## config.mk

```make
export PLATFORM = sky130hd
export DESIGN_NAME = bitop_unit
export DESIGN_NICKNAME = d
export VERILOG_FILES = /design/src/rtl/bitop_pkg.sv /design/src/rtl/bitop_decode.sv /design/src/rtl/bitop_alu.sv /design/src/rtl/bitop_seq.sv /design/src/rtl/bitop_unit.sv
export SDC_FILE = /design/constraint.sdc
export NUM_CORES = 1
export LEC_CHECK = 0
export ABC_AREA = 1
export CORE_MARGIN = 4
export CORE_UTILIZATION = 51
export DETAILED_ROUTE_END_ITERATION = 16
export PLACE_DENSITY = 0.83
export REMOVE_ABC_BUFFERS = 1
export SYNTH_ARGS = -nofsm -noshare
export SYNTH_HDL_FRONTEND = slang
export SYNTH_HIERARCHICAL = 1
export SYNTH_SLANG_ARGS = --single-unit
```

## constraint.sdc

```tcl
create_clock -name clk -period 3.55 [get_ports clk]
set_clock_uncertainty 0.05 [all_clocks]
set_input_delay 0.8875 -clock clk [delete_from_list [all_inputs] [get_ports clk]]
set_output_delay 0.8875 -clock clk [all_outputs]
set_load 0.1 [all_outputs]
```

## src/rtl/bitop_pkg.sv

```systemverilog
package bitop_pkg;
  typedef enum logic [1:0] {
    BOP_TEST = 2'd0,
    BOP_SET  = 2'd1,
    BOP_CLR  = 2'd2,
    BOP_FLIP = 2'd3
  } bop_e;

  typedef enum logic [1:0] {
    SZ_16 = 2'd0,
    SZ_32 = 2'd1,
    SZ_64 = 2'd2
  } bsz_e;

  typedef enum logic [2:0] {
    ST_IDLE   = 3'd0,
    ST_READ   = 3'd1,
    ST_MODIFY = 3'd2,
    ST_WRITE  = 3'd3,
    ST_DONE   = 3'd4
  } bst_e;
endpackage

```

## src/rtl/bitop_decode.sv

```systemverilog
// Offset decode: bit index and effective byte address.
module bitop_decode
  import bitop_pkg::*;
#(
  parameter int DATA_W = 64,
  parameter int ADDR_W = 32,
  localparam int IDX_W = $clog2(DATA_W)
) (
  input  bsz_e              size,
  input  logic [DATA_W-1:0] offset,
  input  logic              is_mem,
  input  logic              imm,
  input  logic [ADDR_W-1:0] base,
  output logic [IDX_W-1:0]  index,
  output logic [ADDR_W-1:0] addr
);
  logic [2:0]        lw;     // log2 of operand width
  logic [DATA_W-1:0] sx;     // offset sign-extended from operand size
  logic [IDX_W-1:0]  lmask;

  always_comb begin
    case (size)
      SZ_16: begin
        lw = 3'd4;
        sx = {{(DATA_W-16){offset[15]}}, offset[15:0]};
      end
      SZ_32: begin
        lw = 3'd5;
        sx = {{(DATA_W-32){offset[31]}}, offset[31:0]};
      end
      default: begin
        lw = 3'd6;
        sx = offset;
      end
    endcase
    lmask = ~({IDX_W{1'b1}} << lw);
    index = offset[IDX_W-1:0] & lmask;
    if (is_mem && !imm)
      addr = base + ADDR_W'(($signed(sx) >>> lw) << (lw - 3'd3));
    else
      addr = base;
  end
endmodule

```

## src/rtl/bitop_alu.sv

```systemverilog
// Selected-bit read and modify on a latched operand.
module bitop_alu
  import bitop_pkg::*;
#(
  parameter int DATA_W = 64,
  localparam int IDX_W = $clog2(DATA_W)
) (
  input  bop_e              op,
  input  bsz_e              size,
  input  logic [IDX_W-1:0]  index,
  input  logic [DATA_W-1:0] operand,
  output logic              old_bit,
  output logic [DATA_W-1:0] new_val
);
  logic [DATA_W-1:0] sel;
  logic [DATA_W-1:0] wmask;
  logic [DATA_W-1:0] raw;

  always_comb begin
    sel = DATA_W'(1) << index;
    case (size)
      SZ_16:   wmask = DATA_W'(16'hFFFF);
      SZ_32:   wmask = DATA_W'(32'hFFFF_FFFF);
      default: wmask = '1;
    endcase
    old_bit = operand[index];
    case (op)
      BOP_SET:  raw = operand | sel;
      BOP_CLR:  raw = operand & ~sel;
      BOP_FLIP: raw = operand ^ sel;
      default:  raw = operand;
    endcase
    new_val = raw & wmask;
  end
endmodule

```

## src/rtl/bitop_seq.sv

```systemverilog
// Sequencer: idle -> (read) -> modify -> (write) -> done.
module bitop_seq
  import bitop_pkg::*;
(
  input  logic clk,
  input  logic rst,
  input  logic start,
  input  logic is_mem,
  input  logic modifies,
  input  logic mem_ready,
  output bst_e state,
  output logic accept,
  output logic rd_take,
  output logic mem_mode
);
  logic wr_q;

  assign accept  = start && (state == ST_IDLE);
  assign rd_take = (state == ST_READ) && mem_ready;

  always_ff @(posedge clk) begin
    if (rst) begin
      state    <= ST_IDLE;
      mem_mode <= 1'b0;
      wr_q     <= 1'b0;
    end else begin
      case (state)
        ST_IDLE: if (start) begin
          mem_mode <= is_mem;
          wr_q     <= modifies;
          state    <= is_mem ? ST_READ : ST_MODIFY;
        end
        ST_READ:   if (mem_ready) state <= ST_MODIFY;
        ST_MODIFY: state <= (mem_mode && wr_q) ? ST_WRITE : ST_DONE;
        ST_WRITE:  if (mem_ready) state <= ST_DONE;
        default:   state <= ST_IDLE;
      endcase
    end
  end
endmodule

```

## src/rtl/bitop_unit.sv

```systemverilog
module bitop_unit
  import bitop_pkg::*;
#(
  parameter int DATA_W = 64,
  parameter int ADDR_W = 32
) (
  input  logic              clk,
  input  logic              rst,
  input  logic              start,
  input  logic [1:0]        op,
  input  logic [1:0]        size,
  input  logic              mem_form,
  input  logic              imm_form,
  input  logic [DATA_W-1:0] offset,
  input  logic [DATA_W-1:0] reg_value,
  input  logic [ADDR_W-1:0] base_addr,
  output logic              mem_req,
  output logic              mem_we,
  output logic [1:0]        mem_size,
  output logic [ADDR_W-1:0] mem_addr,
  output logic [DATA_W-1:0] mem_wdata,
  input  logic [DATA_W-1:0] mem_rdata,
  input  logic              mem_ready,
  output logic              done,
  output logic              carry,
  output logic [DATA_W-1:0] result,
  output logic              result_we
);
  localparam int IDX_W = $clog2(DATA_W);

  bst_e              state;
  logic              accept, rd_take, mem_mode;
  logic [IDX_W-1:0]  dec_index;
  logic [ADDR_W-1:0] dec_addr;
  bop_e              op_q;
  bsz_e              size_q;
  logic [IDX_W-1:0]  index_q;
  logic [ADDR_W-1:0] addr_q;
  logic [DATA_W-1:0] operand_q;
  logic              alu_old;
  logic [DATA_W-1:0] alu_new;
  logic              carry_q, wb_q;
  logic [DATA_W-1:0] result_q;

  bitop_seq u_seq (
    .clk(clk), .rst(rst), .start(start), .is_mem(mem_form),
    .modifies(op != 2'd0), .mem_ready(mem_ready), .state(state),
    .accept(accept), .rd_take(rd_take), .mem_mode(mem_mode)
  );

  bitop_decode #(.DATA_W(DATA_W), .ADDR_W(ADDR_W)) u_decode (
    .size(bsz_e'(size)), .offset(offset), .is_mem(mem_form), .imm(imm_form),
    .base(base_addr), .index(dec_index), .addr(dec_addr)
  );

  bitop_alu #(.DATA_W(DATA_W)) u_alu (
    .op(op_q), .size(size_q), .index(index_q), .operand(operand_q),
    .old_bit(alu_old), .new_val(alu_new)
  );

  always_ff @(posedge clk) begin
    if (rst) begin
      op_q      <= BOP_TEST;
      size_q    <= SZ_16;
      index_q   <= '0;
      addr_q    <= '0;
      operand_q <= '0;
      carry_q   <= 1'b0;
      result_q  <= '0;
      wb_q      <= 1'b0;
    end else begin
      if (accept) begin
        op_q      <= bop_e'(op);
        size_q    <= bsz_e'(size);
        index_q   <= dec_index;
        addr_q    <= dec_addr;
        operand_q <= reg_value;
      end
      if (rd_take) operand_q <= mem_rdata;
      if (state == ST_MODIFY) begin
        carry_q  <= alu_old;
        result_q <= alu_new;
        wb_q     <= !mem_mode && (op_q != BOP_TEST);
      end else if (state == ST_DONE) begin
        wb_q <= 1'b0;
      end
    end
  end

  assign mem_req   = (state == ST_READ) || (state == ST_WRITE);
  assign mem_we    = (state == ST_WRITE);
  assign mem_size  = size_q;
  assign mem_addr  = addr_q;
  assign mem_wdata = result_q;
  assign done      = (state == ST_DONE);
  assign carry     = carry_q;
  assign result    = result_q;
  assign result_we = wb_q;

  // a test never reaches the write phase
  a_r8_test_no_write: assert property (@(posedge clk) disable iff (rst)
    (mem_req && mem_we) |-> (op_q != BOP_TEST));
  // address held from read through write
  a_r7_addr_held: assert property (@(posedge clk) disable iff (rst)
    (state != ST_IDLE && $past(state) != ST_IDLE) |-> $stable(mem_addr));
  // register operands stay off the memory port
  a_r9_reg_no_mem: assert property (@(posedge clk) disable iff (rst)
    !mem_mode |-> !mem_req);
  // write-back strobe only alongside done
  a_r9_wb_with_done: assert property (@(posedge clk) disable iff (rst)
    result_we |-> done);
  // done lasts one cycle
  a_r10_done_pulse: assert property (@(posedge clk) disable iff (rst)
    done |=> !done);
  // latched request is frozen while busy
  a_r11_busy_frozen: assert property (@(posedge clk) disable iff (rst)
    (state != ST_IDLE) |=> ($stable(op_q) && $stable(index_q) && $stable(size_q)));
  // decoded index lies inside the operand
  a_r3_index_range: assert property (@(posedge clk) disable iff (rst)
    accept |-> (int'(dec_index) < (16 << int'(size))));
endmodule

```

==> reports/metrics.cfg, run 1 <==
[run_status]
status = complete, no violations

[cts]
clkSinkCount = 177
clock_latency_ns = 0.45
cts_buffer_depth = 2
clk_pin_slew_ns = 0.07
post_cts_buffers = 0
cts_tree = done
ctsHtreeMaxLevel = 4
cts_hold_buf = 0
root_buffer = clkbuf_16
cts_buffers = 17

[layout]
syn2layout_area_growth_pct = 25.08
drive_gt1_share_pct = 13.08
nets = 3103
final_cells = 3112

[synth]
synth_top_area_cell = dfxtp_1
ys.flop_type = dfxtp_1
yosys_warnings = 6
synth.area.top_cells = dfxtp_1 23%, nand2_1 20%, ha_1 13%
syn-cell-area_um2 = 15310
postSynthAreaPerCell_um2 = 6.284
synth-edff-count = 0
ys_ff_latch = 177
syn_inst = 2437
yosysSeqAreaShare_pct = 23.14
synth_cell_types = 44
synth_top_area_share_pct = 23.14
async_reset_ff_share_pct = 0

[place]
gp_congestion = 0.9334
hpwlAfterDp_mm = 39.00
dp.cells = 3079
portBuffers = 371

[sta]
whs_ns = 0.4423
finalSetupViolCount = 0
tns_ns = 0
finalCritPeriodShare_pct = 90.26
grt_setup_unrepaired = no
hold_viol_final = 0
fin_crit_ns = 3.204
slew-limit-headroom_pct = 8.558
slew_viol_final = 0
tightest_slew_ns = 1.367
clock.fmax_mhz = 312.1

[global_route]
antenna_found_initial = 4
grt_pass1_wl_mm = 81.00
grt_remaining_overflow = 0
grt_max_degree = 72
grt_pass1_vias = 15959
grt_use_total_pct = 29.86

[setup_path]
critPathBufInv = 4
crit_arrival_ns = 3.49
path_max_fanout = 11
crit_type = primary input to flop
worstSetupStartpointType = primary input
critPathMostFrequentCell = nor2_1
worstPathRequired_ns = 3.84
worst_path_max_delay_cell = clkdlybuf4s50_1
cp_top_family = simple AND/OR/NAND/NOR gates
cp-end-kind = flop
cp_cell_sequence = clkdlybuf4s50_1 -> nor2_4 -> inv_2 -> nor2_1 -> nor3_1 -> ha_1 -> nand2_1 -> nor2_1 -> inv_1 -> buf_4 -> nor2_1 -> nand2_1 -> nand3_1 -> nand2_1 -> nand3_1 -> nand2_1 -> nor2_1 -> nor2_1
slowest_delay_ns = 0.55

[floorplanning]
dieArea_um2 = 32870
row_count = 63
initial_core_util_pct = 51.67
die_w_um = 181.3
fp.dieH_um = 181.3
io_pins = 401
coreArea_um2 = 29640

[power]
power.density_nw_per_um2 = 394.6
p_leak_nw = 9.240
peakVddDrop_uv = 332.4

[drt]
drt-total-wl_mm = 52.31
dr.pass1.iters = 6
drcViolationCount = 0
ant_nets = 0
wire_per_inst_um = 16.81
vias = 16928
via_per_inst = 5.440
drtIter0Drc = 1167

[job]
maxCapViolCount = 0

[min_path]
hold_path.class = flop to flop

power by group:
group / switching, W / total (W) / internal (W) / leakage [nW]
Clock: 0.000929 / 0.00193 / 0.00100 / 0.282
Combinational: 0.00222 / 0.00328 / 0.00105 / 7.51
Sequential: 0.000192 / 0.00235 / 0.00216 / 1.45
cell families (layout without fill, tap and decap cells):
group / Yosys count / after routing / synth area share, %
AOI/OAI and AO/OA: 329 / 329 / 13.84
xor gates and xnor gates: 11 / 11 / 0.6291
adders and majority gates: 161 / 161 / 13.20
buffers and inverters: 493 / 777 / 15.08
DFF: 177 / 177 / 23.14
other: 1 / 2 / 0.02449
and+or+nand+nor: 1265 / 1265 / 34.08
layout by cell type, fill, tap and decap left out, types with 4 or more instances in the layout:
master / n
nand3b_1: 5
nand2_2: 14
inv_1: 270
o21ai_0: 68
ha_1: 160
nor3_1: 11
xnor2_1: 9
nand3_2: 4
clkdlybuf4s50_1: 202
buf_4: 254
a221oi_2: 8
o2111ai_1: 16
a211oi_1: 36
a211oi_2: 10
nand4_1: 37
a221oi_1: 40
nand3_1: 163
clkbuf_16: 17
or2_1: 4
a21oi_1: 137
inv_8: 4
inv_2: 13
dfxtp_1: 175
o21ai_1: 7
inv_6: 5
nor2_1: 186
nand2_1: 826
nor2_4: 8
clkinvlp_4: 4
path summary, 6_finish.rpt:
| kind | start | end | slack, ns | cells after the start |
|---|---|---|---|---|
| setup reg to reg | index_q[0] | mem_wdata[58] | 0.37 | 11 |
| setup / recovery | size[0] | mem_addr[17] | 0.35 | 18 |
| hold reg to reg | mem_wdata[46] | mem_wdata[46] | 0.44 | 2 |
| hold / removal | mem_wdata[46] | mem_wdata[46] | 0.44 | 2 |
routing by layer:
layer	part of all wire (%)	GRT usage [%]
met5	0.090	0
met4	5.0	14.71
met3	7.5	5.194
met2	48	52.75
met1	39	34.77
stage by stage:
stage	area, µm²	worst slack [ns]	util (%)	total power, W
after global placement	18550	-0.1759	62.59	0.005537
after floorplan	14080	-3.918	-	0.004488
final	19160	0.3458	64.63	0.007559
after global routing	19150	0.1301	64.62	0.007971
after detailed placement	18550	-0.2590	62.59	0.005608
after CTS	19140	0.2052	64.59	0.007550
what timing repair did:
| action | CTS | global route |
|---|---|---|
| hold endpoints to repair | 0 | 0 |
| setup endpoints to repair | 0 | 3 |
| resized for setup | 0 | 4 |
synth_stat cells (all sizes together), types with 37 or more instances:
library cell  count
a211oi           46
a21oi           137
a221oi           48
buf             149
clkbuf           58
dfxtp           177
ha              160
inv             285
nand2           840
nand3           167
nand4            37
nor2            196
o21ai            75
flip-flops by register name, summed over array words and instances, names as in the netlist:
signal and cells:
carry 1, index_q 6, mem_addr 32, mem_size 2
mem_wdata 64, op_q 2, operand_q 64, result_we 1
u_seq/mem_mode 1, u_seq/state 3, u_seq/wr_q 1
cell type report:
class / count / area (µm²)
tap: 390 / 488.0
antenna: 1 / 2.502
multi-input combinational: 1767 / 9483
clock buffer: 17 / 425.4
clock inverter: 15 / 166.4
timing repair buffer: 459 / 3966
inverter: 286 / 1079
sequential: 177 / 3546
fill: 2731 / 10480
tightest hold or removal path, cell delays in order, from the launching register on:
cell,delay [ns]
dfxtp_1,0.33
nand2_1,0.07
a21oi_1,0.05
No activity file was read; power rests on OpenSTA's default activity.
==> run 2, diff against run 1 <==
--- a/config.mk
+++ b/config.mk
@@ -5,12 +5,12 @@
 export SDC_FILE = /design/constraint.sdc
 export NUM_CORES = 1
 export LEC_CHECK = 0
-export ABC_AREA = 1
 export CORE_MARGIN = 4
-export CORE_UTILIZATION = 51
+export CORE_UTILIZATION = 50
 export DETAILED_ROUTE_END_ITERATION = 16
 export PLACE_DENSITY = 0.83
 export REMOVE_ABC_BUFFERS = 1
+export SLEW_MARGIN = 40
 export SYNTH_ARGS = -nofsm -noshare
 export SYNTH_HDL_FRONTEND = slang
 export SYNTH_HIERARCHICAL = 1
==> constraint.sdc (replaced) <==
create_clock -name clk -period 3.5 [get_ports clk]
set_clock_uncertainty 0.05 [all_clocks]
set_input_delay 0.875 -clock clk [delete_from_list [all_inputs] [get_ports clk]]
set_output_delay 0.875 -clock clk [all_outputs]
set_load 0.1 [all_outputs]
==> reports/metrics.cfg, run 2 <==
[synth]
yosys_warnings = 6  ; unchanged
yosysSeqAreaShare_pct = 24.10  ; +0.96 points
synth_cell_types = 61  ; +39%
postSynthAreaPerCell_um2 = 8.446  ; +34%
async_reset_ff_share_pct = 0  ; unchanged
synthTopCellsByCount = 257 x nand2_1, 177 x dfxtp_1, 163 x nor2_1, 160 x ha_1, 133 x inv_1
synth-edff-count = 0  ; unchanged
ys_ff_latch = 177  ; unchanged
ys.flop_type = dfxtp_1
synth.area.top_cells = dfxtp_1 24%, ha_1 14%, mux4_2 8.6%
syn-cell-area_um2 = 14710  ; -4.0%
synth_top_area_share_pct = 24.10  ; +0.96 points
syn_inst = 1741  ; -29%
synth.most_common_cell = nand2_1
synth_top_area_cell = dfxtp_1

[drt]
vias = 13811  ; -18%
drt-total-wl_mm = 47.16  ; -9.8%
drcViolationCount = 0  ; unchanged
dr.pass1.iters = 6  ; unchanged
drtIter0Drc = 1096  ; -6.1%
ant_nets = 0  ; unchanged
wire_per_inst_um = 19.04  ; +13%
via_per_inst = 5.576  ; +2.5%

[power]
power_frac_clock_pct = 26.5  ; +0.9 points
p_total_w = 0.007850  ; +3.8%
seqPwrFrac_pct = 31.4  ; +0.3 points
switching_power_w = 0.003034  ; -9.3%
swShare_pct = 38.66  ; -5.6 points
power.density_nw_per_um2 = 405.0  ; +2.6%
p_leak_nw = 8.433  ; -8.7%
peakVddDrop_uv = 449.9  ; +35%
comb_power_share_pct = 42.1  ; -1.3 points
p_int_w = 0.004816  ; +14%

[cts]
cts_buffer_depth = 2  ; unchanged
ctsHtreeMaxLevel = 4  ; unchanged
clkSinkCount = 177  ; unchanged
cts_buffers = 17  ; unchanged
clock_latency_ns = 0.44  ; about the same
root_buffer = clkbuf_16
cts_hold_buf = 0  ; unchanged
cts_tree = done
clk_pin_slew_ns = 0.07  ; about the same

[place]
dp.cells = 2438  ; -21%
portBuffers = 371  ; unchanged
hpwlAfterDp_mm = 34.75  ; -11%
gp_congestion = 0.8989  ; -3.7%

[setup_path]
r2r-start = index_q[2]
cp-startpoint = base_addr[3]
crit_type = primary input to flop
cp-end-kind = flop
path_max_fanout = 3  ; -8
worstSetupStartpointType = primary input
r2r_setup_slack_ns = 0.67  ; +0.30 ns
ff2ff_path_depth = 8  ; -3
r2r_end = mem_wdata[52]
crit_arrival_ns = 3.81  ; +0.32 ns
crit_end = mem_addr[31]
worstPathRequired_ns = 3.82  ; -0.02 ns

[layout]
multiInputGateArea_um2 = 9806  ; +3.4%
layout_common_cells = 286 x buf_4, 254 x nand2_1, 196 x clkdlybuf4s50_1
nets = 2473  ; -20%
final_cells = 2477  ; -20%
drive_gt1_share_pct = 24.58  ; +11 points
final_common_cell = buf_4
fillCellCount = 2264  ; -17%
seq_area_um2 = 3552  ; +0.18%
syn2layout_area_growth_pct = 31.81

[min_path]
hold_path.class = flop to flop

[floorplanning]
fp.dieH_um = 179.5  ; -0.99%
io_pins = 401  ; unchanged
die_w_um = 179.5  ; -0.99%
coreArea_um2 = 28860  ; -2.6%
row_count = 62  ; -1.6%
initial_core_util_pct = 50.96  ; -0.71 points
dieArea_um2 = 32220  ; -2.0%

[global_route]
grt_remaining_overflow = 0  ; unchanged
grt_pass1_vias = 14075  ; -12%
antenna_found_initial = 2  ; -2
grt_use_total_pct = 27.84  ; -2.0 points
grt_max_degree = 91  ; +26%
grt_pass1_wl_mm = 73.97  ; -8.7%

[sta]
tightest_slew_ns = 0.8591  ; -0.5074 ns
fin_crit_ns = 3.495
slew-limit-headroom_pct = 42.65  ; +34 points
clock.fmax_mhz = 286.1
finalCritPeriodShare_pct = 99.87
finalSetupViolCount = 0  ; unchanged
slew_viol_final = 0  ; unchanged
hold_viol_final = 0  ; unchanged

[run_status]
status = complete, no violations

[job]
maxCapViolCount = 0  ; unchanged

run 2: cell families (layout without fill, tap and decap cells):
family	after synthesis	count (layout)	synth area share (%)
AND/OR/NAND/NOR	534	534	15.53
other	1	3	0.02550
XOR/XNOR	30	30	1.787
buffers and inverters	318	668	10.53
AO/OA/AOI/OAI	263	263	10.67
adder cells (fa/ha/maj)	161	161	13.75
flip-flops	177	177	24.10
multiplexers	257	257	23.61
run 2: area by class of cell:
class                   count  share of cell area (%)
multi-input cells        1246                   50.59
repair buffers            503                   22.81
flip-flops and latches    177                   18.33
inverters                 133                   2.576
well taps                 384                   2.479
clock buffers              20                   2.304
clock inverters            12                  0.8972
diodes                      2                 0.02582
run 2: how the worst min path moves through the flow:
stage,startpoint,end,slack (ns),depth (start not counted)
after global routing,mem_wdata[57],mem_wdata[57],0.45,2
after detailed placement,carry,carry,0.42,2
final,mem_wdata[40],mem_wdata[40],0.43,2
after floorplan,u_seq/wr_q,u_seq/wr_q,0.41,2
after global placement,carry,carry,0.40,2
after CTS,carry,carry,0.43,2
run 2: metrics by stage:
step | setup TNS [ns] | cell area (µm²) | hold WS [ns] | util (%) | worst slack, ns
after floorplan | -423.59 | 13660 | 0.4102 | - | -4.345
after global routing | -0.1032 | 19380 | 0.4503 | 67.15 | -0.06180
after CTS | 0 | 19220 | 0.4301 | 66.61 | 0.004864
after global placement | -9.805 | 18520 | 0.4048 | 64.17 | -0.7833
final | 0 | 19380 | 0.4292 | 67.17 | 0.004580
after detailed placement | -11.16 | 18530 | 0.4198 | 64.20 | -0.8980
run 2: what timing repair did:
action | CTS | global route
gates cloned | 1 | 0
resized for setup | 19 | 30
pin swaps | 6 | 14
setup endpoints to repair | 14 | 12
buffers inserted | 1 | 1
run 2: critical path: stages:
cell and delay, ns:
clkdlybuf4s50_1 0.48, ha_1 0.39, o21ai_1 0.13, o21bai_1 0.13, a21oi_2 0.25, o2111ai_2 0.20
a31o_1 0.30, a2111o_1 0.44, a21o_1 0.18, nand3b_1 0.10, xnor2_1 0.13, mux2i_1 0.09
nor2_1 0.12
run 2: power groups by stage:
stage,registers [W],logic [W],clock network (W)
floorplan,0.00297,0.00164,0
global placement,0.00251,0.00308,0
detailed placement,0.00252,0.00319,0
CTS,0.00248,0.00323,0.00210
global route,0.00249,0.00356,0.00218
finish,0.00246,0.00331,0.00208
run 2: metal layers:
layer  vias to the layer above  global-route usage [%]  wire length (µm)
met2                       620                   48.25             22990
met1                      6555                   34.62             19200
met5                         -                       0                26
li1                       6527                       -                 -
met3                       105                   6.103              3629
met4                         4                   8.869              1321
==> run 3, diff against run 2 <==
--- a/config.mk
+++ b/config.mk
@@ -8,6 +8,7 @@
 export CORE_MARGIN = 4
 export CORE_UTILIZATION = 50
 export DETAILED_ROUTE_END_ITERATION = 16
+export GPL_TIMING_DRIVEN = 0
 export PLACE_DENSITY = 0.83
 export REMOVE_ABC_BUFFERS = 1
 export SLEW_MARGIN = 40
==> reports/metrics.cfg, run 3 (synthesis gave the netlist of run 2 again) <==
[power]
peakVddDrop_uv = 296.0  ; -34%
power.density_nw_per_um2 = 406.3  ; +0.32%
p_leak_nw = 8.026  ; -4.8%

[cts]
ctsHtreeMaxLevel = 4  ; unchanged
cts_hold_buf = 0  ; unchanged
cts_buffer_depth = 2  ; unchanged
root_buffer = clkbuf_16
clk_pin_slew_ns = 0.08  ; about the same
clkSinkCount = 177  ; unchanged
cts_tree = done
clock_latency_ns = 0.44  ; about the same
cts_buffers = 17  ; unchanged

[layout]
final_common_cell = nand2_1
layout_common_cells = 256 x nand2_1, 199 x clkdlybuf4s50_1, 172 x dfxtp_1
multiInputGateArea_um2 = 9888  ; +0.84%
seq_area_um2 = 3555  ; about the same
fin_util_pct = 63.64  ; -3.5 points
drive_gt1_share_pct = 22.28  ; -2.3 points
nets = 2394  ; -3.2%
syn2layout_area_growth_pct = 24.88
fillCellCount = 2417  ; +6.8%
final_area_um2 = 18360  ; -5.3%

[sta]
whs_ns = 0.4094  ; -0.01981 ns
hold_viol_final = 0  ; unchanged
layout_setup_ws_ns = 0.08060  ; +0.07602 ns
slew-limit-headroom_pct = 43.49  ; +0.85 points
tightest_slew_ns = 0.8476  ; -0.01151 ns
tns_ns = 0  ; unchanged
clock.fmax_mhz = 292.4  ; +2.2%
grt_setup_unrepaired = no
fin_crit_ns = 3.419  ; -0.07602 ns
finalCritPeriodShare_pct = 97.70  ; -2.2 points
slew_viol_final = 0  ; unchanged
finalSetupViolCount = 0  ; unchanged

[run_status]
status = complete, no violations

[floorplanning]
io_pins = 401  ; unchanged
coreArea_um2 = 28860  ; unchanged
dieArea_um2 = 32220  ; unchanged
row_count = 62  ; unchanged
initial_core_util_pct = 50.96  ; unchanged
fp.dieH_um = 179.5  ; unchanged
die_w_um = 179.5  ; unchanged

[global_route]
grt_max_degree = 85  ; -6.6%
grt_pass1_wl_mm = 69.83  ; -5.6%
grt_use_total_pct = 26.08  ; -1.8 points
antenna_found_initial = 1  ; -1
grt_remaining_overflow = 0  ; unchanged
grt_pass1_vias = 13319  ; -5.4%

[min_path]
hp-start = carry
hold_path.class = flop to flop

[setup_path]
crit_type = primary input to flop
cp_cell_sequence = clkdlybuf4s50_1 -> ha_1 -> and3_1 -> nand3_1 -> o211ai_1 -> o2111a_2 -> o21ai_4 -> o2111ai_4 -> a21oi_2 -> xor2_1 -> o21ai_1 -> mux2i_1 -> nor2_1
cp_top_family = compound AO/OA/AOI/OAI gates
cp-startpoint = base_addr[9]
worstPathRequired_ns = 3.77  ; -0.05 ns
path_max_fanout = 7  ; +4
worstSetupStartpointType = primary input
slowest_delay_ns = 0.46  ; -0.02 ns
r2r-start = index_q[1]
critPathBufInv = 1  ; unchanged
cp-end-kind = flop
worst_path_max_delay_cell = clkdlybuf4s50_1
crit_arrival_ns = 3.69  ; -0.12 ns

[drt]
wire_per_inst_um = 18.34  ; -3.7%
dr.pass1.iters = 5  ; -1
drt-total-wl_mm = 43.95  ; -6.8%
vias = 13251  ; -4.1%
drcViolationCount = 0  ; unchanged
via_per_inst = 5.530  ; -0.81%
drtIter0Drc = 822  ; -25%
ant_nets = 0  ; unchanged

[job]
maxCapViolCount = 0  ; unchanged

[place]
portBuffers = 371  ; unchanged
dp_slack_ns = -1.751  ; -0.8533 ns
placed_cell_area_um2 = 17520  ; -5.4%
hpwlAfterDp_mm = 33.47  ; -3.7%
gp_congestion = 0.8368  ; -6.9%

-- run 3: cell count changes in the layout (fill, tap and decap cells not counted), moves of 3 or more --
cell	before	now
ha_2	0	5
clkdlybuf4s50_1	196	199
buf_4	286	42
bufinv_16	3	0
buf_12	10	6
nand2_2	3	0
buf_2	1	171
ha_4	5	1
inv_6	1	5
dlymetal6s2s_1	5	1
-- run 3: path summary, 6_finish.rpt --
| kind | to | slack (ns) | cells after the start |
|---|---|---|---|
| worst max-delay path | mem_addr[28] | 0.08 | 13 |
| worst min-delay path | carry | 0.41 | 2 |
| worst min register to register | carry | 0.41 | 2 |
| worst max register to register | mem_wdata[50] | 0.16 | 8 |
-- run 3: metrics by stage --
stage | power (W) | instances
6_report | 0.007461 | 2396
2_1_floorplan | 0.004612 | 1556
3_5_place_dp | 0.005516 | 2356
3_3_place_gp | 0.005524 | 2311
4_1_cts | 0.007441 | 2390
5_1_grt | 0.007859 | 2395
-- run 3: routing by layer --
layer  track usage, %  part of all wire [%]  vias to the layer above
met5                0                 0.016                        -
met2            46.24                    49                      531
met1            31.78                    41                     6292
met4            7.376                   2.2                        2
met3            5.962                   7.6                       70
li1                 -                     -                     6356
-- run 3: what timing repair did --
| item | CTS | global route |
|---|---|---|
| resized for setup | 27 | 40 |
| buffers inserted | 3 | 6 |
| setup endpoints to repair | 28 | 15 |
| pin swaps | 5 | 13 |
| hold endpoints to repair | 0 | 0 |
-- run 3: final cells by class --
type | count | share of cell area, %
tap | 384 | 2.616
sequential | 177 | 19.36
antenna | 1 | 0.01363
clock inverter | 13 | 0.6745
multi-input combinational | 1246 | 53.85
timing repair buffer | 424 | 18.44
clock buffer | 18 | 2.337
inverter | 133 | 2.719
-- run 3: worst min-delay path, delay by kind of cell, from the launching register on --
kind | cells | cell delay, ns
DFF | 1 | 0.31
AOI/OAI and AO/OA | 1 | 0.06
and+or+nand+nor | 1 | 0.05
-- run 3: where the power goes --
group	internal (W)	switching, W	leakage (nW)
clock	0.000941	0.000954	0.271
sequential	0.00219	0.000285	1.45
combinational	0.00133	0.00176	6.31
